==> config.mk <==
export PLATFORM = sky130hd
export DESIGN_NAME = intg_mem_responder
export DESIGN_NICKNAME = d
export VERILOG_FILES = /design/src/rtl/intg_mem_pkg.sv /design/src/rtl/intg_chk_encoder.sv /design/src/rtl/intg_word_store.sv /design/src/rtl/intg_mem_responder.sv
export SDC_FILE = /design/constraint.sdc
export NUM_CORES = 2
export LEC_CHECK = 0
export BUFFER_PORTS_ARGS = -buffer_cell sky130_fd_sc_hd__buf_2
export CAP_MARGIN = 10
export CORE_MARGIN = 2
export CORE_UTILIZATION = 60
export DETAILED_ROUTE_END_ITERATION = 10
export PLACE_DENSITY = 0.76
export SKIP_CTS_REPAIR_TIMING = 1
export SLEW_MARGIN = 20
export SYNTH_ARGS = -nofsm -noshare
export SYNTH_HDL_FRONTEND = slang
export SYNTH_SLANG_ARGS = --single-unit
export TNS_END_PERCENT = 5
==> constraint.sdc <==
create_clock -name clk -period 2.8 [get_ports clk]
set_input_delay 0.28 -clock clk [delete_from_list [all_inputs] [get_ports clk]]
set_output_delay 0.28 -clock clk [all_outputs]
set_load 0.02 [all_outputs]
==> src/rtl/intg_mem_pkg.sv <==
package intg_mem_pkg;

   localparam int WORD_W = 32;
   localparam int CHK_W  = 7;
   localparam int LANES  = WORD_W / 8;

   typedef logic [WORD_W-1:0] word_t;
   typedef logic [CHK_W-1:0]  chk_t;

   // Three weight-3 columns are dropped so that each row ends up with 13 or 14 ones.
   function automatic logic col_dropped(int v);
      return (v == 'h07) || (v == 'h38) || (v == 'h43);
   endfunction

   // Column of the parity-check matrix belonging to one data bit.
   function automatic chk_t data_column(int unsigned bit_idx);
      chk_t        res  = '0;
      int unsigned seen = 0;
      for (int v = 1; v < (1 << CHK_W); v++) begin
         if ($countones(v) == 3 && !col_dropped(v)) begin
            if (seen == bit_idx) res = chk_t'(v);
            seen++;
         end
      end
      return res;
   endfunction

   // Data bits feeding one check bit.
   function automatic word_t row_mask(int unsigned row);
      word_t m = '0;
      for (int unsigned b = 0; b < WORD_W; b++) begin
         chk_t c = data_column(b);
         m[b] = c[row];
      end
      return m;
   endfunction

   // Column-wise encoder, used by the assertions as an independent form.
   function automatic chk_t encode_cols(word_t d);
      chk_t acc = '0;
      for (int unsigned b = 0; b < WORD_W; b++) begin
         if (d[b]) acc ^= data_column(b);
      end
      return acc;
   endfunction

endpackage

==> src/rtl/intg_chk_encoder.sv <==
module intg_chk_encoder
   import intg_mem_pkg::*;
(
   input  logic [WORD_W-1:0] data,
   output logic [CHK_W-1:0]  chk
);

   for (genvar j = 0; j < CHK_W; j++) begin : g_row
      localparam word_t ROW_SEL = row_mask(j);
      assign chk[j] = ^(data & ROW_SEL);
   end

endmodule

==> src/rtl/intg_word_store.sv <==
module intg_word_store
   import intg_mem_pkg::*;
#(
   parameter int DEPTH = 64,
   parameter int IDX_W = $clog2(DEPTH)
) (
   input  logic              clk,
   input  logic              wr_en,
   input  logic              rd_en,
   input  logic [IDX_W-1:0]  idx,
   input  logic [LANES-1:0]  lane_en,
   input  logic [WORD_W-1:0] wr_word,
   output logic [WORD_W-1:0] rd_word
);

   for (genvar l = 0; l < LANES; l++) begin : g_lane
      logic [7:0] lane_mem [DEPTH];

      always_ff @(posedge clk) begin
         if (wr_en && lane_en[l]) begin
            lane_mem[idx] <= wr_word[l*8 +: 8];
         end
         if (rd_en) begin
            rd_word[l*8 +: 8] <= lane_mem[idx];
         end
      end
   end

endmodule

==> src/rtl/intg_mem_responder.sv <==
module intg_mem_responder
   import intg_mem_pkg::*;
#(
   parameter int DEPTH  = 64,
   parameter int ADDR_W = 16
) (
   input  logic              clk,
   input  logic              rst_n,
   input  logic              req,
   output logic              gnt,
   input  logic [ADDR_W-1:0] addr,
   input  logic              we,
   input  logic [3:0]        be,
   input  logic [31:0]       wdata,
   input  logic [6:0]        wchk,
   output logic              rvalid,
   output logic [31:0]       rdata,
   output logic [6:0]        rchk,
   output logic              err
);

   localparam int IDX_W  = $clog2(DEPTH);
   localparam int WIDX_W = ADDR_W - 2;

   // Elaboration-time parameter checks
   if (DEPTH < 2) begin : g_bad_depth
      $error("DEPTH must be at least 2");
   end
   if (WIDX_W < IDX_W) begin : g_bad_addr
      $error("ADDR_W too narrow to reach every word");
   end
   if (LANES != 4 || CHK_W != 7) begin : g_bad_word
      $error("port widths assume a 32-bit word with 7 check bits");
   end

   // Request decode
   logic [WIDX_W-1:0] word_idx;
   logic              in_range;
   logic [CHK_W-1:0]  wchk_calc;
   logic              wchk_ok;
   logic              wr_commit;
   logic              rd_fire;
   logic [1:0]        unused_byte_off;

   assign word_idx        = addr[ADDR_W-1:2];
   assign unused_byte_off = addr[1:0];
   assign in_range        = {1'b0, word_idx} < (WIDX_W+1)'(DEPTH);
   assign gnt             = req;

   intg_chk_encoder u_wr_enc (
      .data (wdata),
      .chk  (wchk_calc)
   );

   assign wchk_ok   = (wchk_calc == wchk);
   assign wr_commit = req && we && in_range && wchk_ok;
   assign rd_fire   = req && !we && in_range;

   // Storage
   logic [WORD_W-1:0] stored_word;

   intg_word_store #(
      .DEPTH (DEPTH),
      .IDX_W (IDX_W)
   ) u_store (
      .clk     (clk),
      .wr_en   (wr_commit),
      .rd_en   (rd_fire),
      .idx     (word_idx[IDX_W-1:0]),
      .lane_en (be),
      .wr_word (wdata),
      .rd_word (stored_word)
   );

   // Response stage
   logic rsp_valid_q;
   logic rsp_err_q;
   logic rsp_data_sel_q;

   always_ff @(posedge clk or negedge rst_n) begin
      if (!rst_n) begin
         rsp_valid_q    <= 1'b0;
         rsp_err_q      <= 1'b0;
         rsp_data_sel_q <= 1'b0;
      end else begin
         rsp_valid_q    <= req;
         rsp_err_q      <= req && (!in_range || (we && !wchk_ok));
         rsp_data_sel_q <= rd_fire;
      end
   end

   assign rvalid = rsp_valid_q;
   assign err    = rsp_err_q;
   assign rdata  = rsp_data_sel_q ? stored_word : '0;

   intg_chk_encoder u_rd_enc (
      .data (rdata),
      .chk  (rchk)
   );

   // Assertions
   assert_rsp_after_req_R3: assert property (@(posedge clk) disable iff (!rst_n)
      req |=> rvalid);

   assert_no_stray_rsp_R3: assert property (@(posedge clk) disable iff (!rst_n)
      !req |=> !rvalid);

   assert_bad_chk_err_R7: assert property (@(posedge clk) disable iff (!rst_n)
      (req && we && (wchk != encode_cols(wdata))) |=> err);

   assert_oob_zero_R9: assert property (@(posedge clk) disable iff (!rst_n)
      (req && ({1'b0, addr[ADDR_W-1:2]} >= (WIDX_W+1)'(DEPTH)))
      |=> (err && rdata == '0 && rchk == '0));

   assert_rchk_code_R6: assert property (@(posedge clk) disable iff (!rst_n)
      rvalid |-> (rchk == encode_cols(rdata)));

   assert_idle_quiet_R1: assert property (@(posedge clk) disable iff (!rst_n)
      !rvalid |-> (!err && rdata == '0));

endmodule

# Yosys cells after proc, flatten, opt, wreduce, memory -nomap -nowiden
# Memories as Yosys holds them, arrays and structs flattened. A register that Yosys moved wholly into a read port is not among the register bits.
# Index checks and enable logic that the tools add are counted.
[word_totals]
regBits = 3
ram_bits = 2048
input_bits = 63
mem_count = 4
[classes]
n_lt_le_gt_ge = 1
eq_ne = 1
n_mux = 9
n_reduce_logical = 29
[mem_list]
columns = ["memory", "depth", "width", "read_ports", "rd_ports_with_merged_regs", "write_ports", "line_no", "rtl"]
rows = [
  ["u_store.g_lane[0].lane_mem", 64, 8, 1, 1, 1, "intg_word_store.sv:17", "logic [7:0] lane_mem [DEPTH];"],
  ["u_store.g_lane[1].lane_mem", 64, 8, 1, 1, 1, "intg_word_store.sv:17", ""],
  ["u_store.g_lane[2].lane_mem", 64, 8, 1, 1, 1, "intg_word_store.sv:17", ""],
  ["u_store.g_lane[3].lane_mem", 64, 8, 1, 1, 1, "intg_word_store.sv:17", ""],
]
[op_table]
columns = ["op", "count"]
rows = [
  ["$reduce_xor A32 Y1", 14],
  ["$mux W32", 1],
  ["$lt A14 B7 Y1 const B", 1],
  ["$logic_and A1 B1 Y1", 11],
  ["$mux W1", 8],
  ["$eq A7 B7 Y1", 1],
  ["$logic_not A1 Y1", 3],
  ["$logic_or A1 B1 Y1", 1],
]

# Logic depth before layout (Yosys ltp)
[depth]
depth_word = 6
depth_mapped = 12

# Modules after synthesis
# Synthesis repeated with hierarchy kept, for this count alone.
[hier_totals]
cells_unflattened = 4811
area_unflattened_um2 = 81722.1
[by_module_without_submodules]
columns = ["mod", "n_inst", "cells_each", "area_per_inst_um2"]
rows = [
  ["intg_word_store", 1, 4645, 79905.4],
  ["intg_chk_encoder", 2, 55, 695.7],
  ["intg_mem_responder", 1, 56, 425.4],
]

# Least setup slack after synthesis
# OpenSTA, ideal clock, no wires.
[synth_timing]
path_kind = "in2reg"
start = "in wchk[5]"
end = "mem u_store.g_lane[2].lane_mem[56][0] (enable)"
setup_time_ns = 0.383
arrival_ns = 2.737
required_time_ns = 2.417
slack_ns = -0.320
path_stages = 8
n_path_buf = 2
path_cell_list = "xor2_1 xnor3_1 xnor2_1 or3_1 a2111o_1 buf_4 buf_6 nor3_1"
[synth_between]
elab_chain_len = 5
[synth_rtl]
columns = ["item", "line_no", "rtl"]
rows = [
  ["start: declaration", "intg_mem_responder.sv:15", "input logic [6:0] wchk,"],
  ["$eq A7 B7 Y1", "intg_mem_responder.sv:55", "assign wchk_ok = (wchk_calc == wchk);"],
  ["$logic_and A1 B1 Y1", "intg_mem_responder.sv:56", "assign wr_commit = req && we && in_range && wchk_ok;"],
  ["$logic_and A1 B1 Y1", "intg_word_store.sv:20", "if (wr_en && lane_en[l]) begin"],
  ["$mux W1", "intg_word_store.sv:20", ""],
  ["$mux W1 (implied by the code)", "intg_word_store.sv:21", "lane_mem[idx] <= wr_word[l*8 +: 8];"],
  ["end: declaration", "intg_word_store.sv:17", ""],
]
# Every way passes these cells.

# Final worst setup path
[layout_timing]
start = "reg u_store.rd_word[1], read port of u_store.g_lane[0].lane_mem"
end = "out rchk[2]"
[layout_between]
elab_chain_len = 2
[layout_rtl]
columns = ["item", "line_no", "rtl"]
rows = [
  ["start: declaration", "intg_word_store.sv:13", "output logic [WORD_W-1:0] rd_word"],
  ["$mux W32", "intg_mem_responder.sv:94", "assign rdata = rsp_data_sel_q ? stored_word : '0;"],
  ["$reduce_xor A32 Y1", "intg_chk_encoder.sv:10", "assign chk[j] = ^(data & ROW_SEL);"],
  ["end: declaration", "intg_mem_responder.sv:18", "output logic [6:0] rchk,"],
]
# Every way passes these cells.

==> metrics.csv <==
stage,metric,value,unit
job,Max Cap Viol,0,
clock_tree,H-tree levels,4,
yosys,top cell type's share of synthesized area,0.745,
timing,slew margin rel.,0.200,
timing,Fmax,340,MHz
detailed_routing,WL final,266000,um
setup_path,Critical Path Sink Type,output pin,
worst_hold_path,HP Start,wdata[19],
clock_tree,clock slew at reported path FFs,0.06,ns
setup_path,CP max stage cell,edfxtp_1,
detailed_routing,Via density,6.96,
setup_path,reg-to-reg endpoint,u_store.rd_word[19],
yosys,Most used DFF post-synth,edfxtp_1,
yosys,cell with the most instances after synthesis,edfxtp_1,
floorplanning,Core ar.,139000,um^2
timing,Slew Limit Fails,0,
yosys,Post-synth EDFFs,2080,
yosys,sequential fraction of the synthesis area,0.746,
detailed_routing,Vias,52800,
setup_path,R2R cell count,8,
setup_path,Worst Path Buf+Inv,1,
clock_tree,CTS buffer count,194,
global_route,first-pass GRT wire length,373000,um
power,Pwr Total,66.3,mW
setup_path,Worst R2R Setup Slack,0,ns
global_route,largest net degree at the start of global routing,65,
setup_path,R2R Path Start,u_store.g_lane[2].lane_mem[53][3],
floorplanning,IO Count,105,
yosys,Cells after Synth,4554,
clock_tree,clock root cell,clkbuf_16,
finish,final instance area,101000,um^2
yosys,Post-synth top cells,"edfxtp_1 (2080), nor3_2 (230), mux2i_1 (198)",
timing,Finish-stage setup viols,14,
finish,multi-input logic area,20100,um^2
setup_path,"most used cell, CP",xnor2_1,
finish,Register Area,62500,um^2
timing,RSZ-0062 raised after global routing,true,
placed_design,routability congestion estimate,0.957,
clock_tree,"Clk Latency, worst-skew pair",0.85,ns
setup_path,Setup CP Type,reg2out,
global_route,vias in the first global route,51500,
setup_path,delay of the slowest critical-path stage,0.65,ns
timing,post-layout min period,2.94,ns
detailed_routing,Final ANT Viol Nets,0,
placed_design,post-place instance area,94200,um^2
timing,Final Cycle Share,1.05,
setup_path,CP arrival,2.66,ns
placed_design,Final HPWL DP,174000,um
floorplanning,initial core utilization,0.603,
finish,P&R area growth vs syn,20.6,%
yosys,Post-Syn Area,83800,um^2
yosys,synth warn,0,
timing,Worst-Margin Slew,1.20,ns
timing,final setup margin,-0.138,ns
outcome,status,"complete, but fails checks",
yosys,number of synthesized register bits,2083,
power,PD cells,656,nW/um^2
worst_hold_path,Hold Crit Endpoint,u_store.g_lane[2].lane_mem[46][3],
detailed_routing,DRC,0,
placed_design,port bufs,102,
setup_path,Setup crit start kind,flop,
timing,skew final,0.0269,ns
yosys,largest cells by area after synthesis,"edfxtp_1 (75%), mux4_2 (5.0%), nor3_2 (2.7%)",
setup_path,critical path cell sequence,xor2_1 > xnor2_2 > xnor2_1 > xnor2_1 > and2_1 > buf_2,
worst_hold_path,HP Class,in2reg,
clock_tree,CTS sink count,2083,
floorplanning,Placement Rows,137,
clock_tree,CTS max path bufs,3,
finish,fillers,7939,
setup_path,Crit Path Max Fanout,3,
setup_path,"Largest delay share family, worst path",XOR/XNOR gates,
worst_hold_path,hold path depth,3,
yosys,Yosys top cell by area,edfxtp_1,
power,Pleak,34.1,nW
global_route,Total GRT Usage,0.372,
detailed_routing,initial DRC count,9541,
floorplanning,Horiz. Die Dim,378,um
yosys,Yosys cell types,60,
yosys,post-synth net total,4617,
global_route,initial antenna violation count,21,
setup_path,"Data required, critical path",2.52,ns
outcome,failing checks,setup timing,
detailed_routing,Avg WL per Cell,35.1,um
finish,layout cells sized above 1,0.360,
detailed_routing,DR pass1 iterations,8,
finish,final net count,5610,
yosys,mean area per synthesized cell,18.4,um^2
clock_tree,CTS tree,yes,
timing,Final Hold Fails,0,
floorplanning,die area,143000,um^2
floorplanning,Die Y,378,um
power,Max VDD drop,551,uV
yosys,Post-synth ARST share,0.00144,
global_route,grt total ovfl,0,
-- power breakdown --
part	switching (mW)	total, mW	internal (mW)
clock	11.6	26.9	15.3
combinational	3.26	5.14	1.88
sequential	0.000737	34.3	34.3
-- worst max-delay path by stage --
stage                                   start                                 to  cells after the start
after global routing       u_store.rd_word[6]                            rchk[4]                      6
final                      u_store.rd_word[1]                            rchk[2]                      6
after detailed placement             wdata[5]   u_store.g_lane[2].lane_mem[6][4]                     11
after global placement               wdata[5]  u_store.g_lane[0].lane_mem[40][3]                     11
after floorplan                       wchk[5]   u_store.g_lane[0].lane_mem[2][0]                      7
after CTS                 u_store.rd_word[17]                            rchk[4]                      6
-- flip-flops by register name, indices dropped and copies added, names as in the netlist --
| signal | count |
|---|---|
| rvalid | 1 |
| u_store.rd_word | 32 |
| err | 1 |
| u_store.g_lane.lane_mem | 2048 |
| rsp_data_sel_q | 1 |
-- metrics by stage --
stage	hold WS, ns	TNS [ns]	utilization	setup slack [ns]	std cells
global route	0.00582	-0.823	0.727	-0.186	7587
CTS	-0.826	-1.06	0.724	-0.182	7552
global placement	0.0802	-1559.87	0.678	-0.867	7193
detailed placement	0.0776	-1606.82	0.678	-0.872	7193
finish	0.0113	-0.575	0.727	-0.138	7589
floorplan	-0.0156	-194.45	-	-0.232	4554
-- worst min-delay path: cells and delay by family --
family,cells,cell delay [ns]
buffers and inverters,3,0.46
-- cells in the final DEF (no fill, tap or decap), types with 31 or more instances in the layout --
master,Yosys,final
mux2i_1,198,197
a22o_1,31,31
xnor2_1,87,74
a221oi_1,184,184
buf_2,76,95
a21oi_1,109,109
buf_12,0,106
edfxtp_1,2080,2080
clkbuf_1,161,39
and2_1,42,39
mux4_2,187,187
a22oi_1,102,102
buf_4,19,905
o22ai_1,89,89
clkbuf_16,0,198
mux2_2,177,177
nor2_1,132,122
o21ai_0,87,87
nand2_1,159,158
a221o_1,66,66
clkinv_1,2,46
nor3_2,230,231
-- cell families (layout without fill, tap and decap cells) --
group,count (synthesis),in the layout,synth area share
compound gates,790,790,0.0704
xor+xnor,125,125,0.0159
buf+inv,338,1494,0.0195
flops,2083,2083,0.746
mux,562,562,0.0977
other cells,0,3,0
simple gates,656,656,0.0505
-- layer usage --
| metal | part of all wire | vias to the layer above | GRT usage |
|---|---|---|---|
| met2 | 0.45 | 4779 | 0.558 |
| li1 | - | 20700 | - |
| met4 | 0.062 | 24 | 0.192 |
| met1 | 0.34 | 26300 | 0.492 |
| met5 | 0.00059 | - | 0 |
| met3 | 0.15 | 953 | 0.120 |
-- cell type report --
type                       count  share of cell area
sequential                  2083               0.619
clock buffer                 237              0.0505
multi-input combinational   2133               0.199
inverter                       4            0.000272
tap                         1876              0.0232
antenna                        3           0.0000743
timing repair buffer        1131              0.0956
clock inverter               122              0.0129
Note: power is estimated with default switching activity, not from simulation.
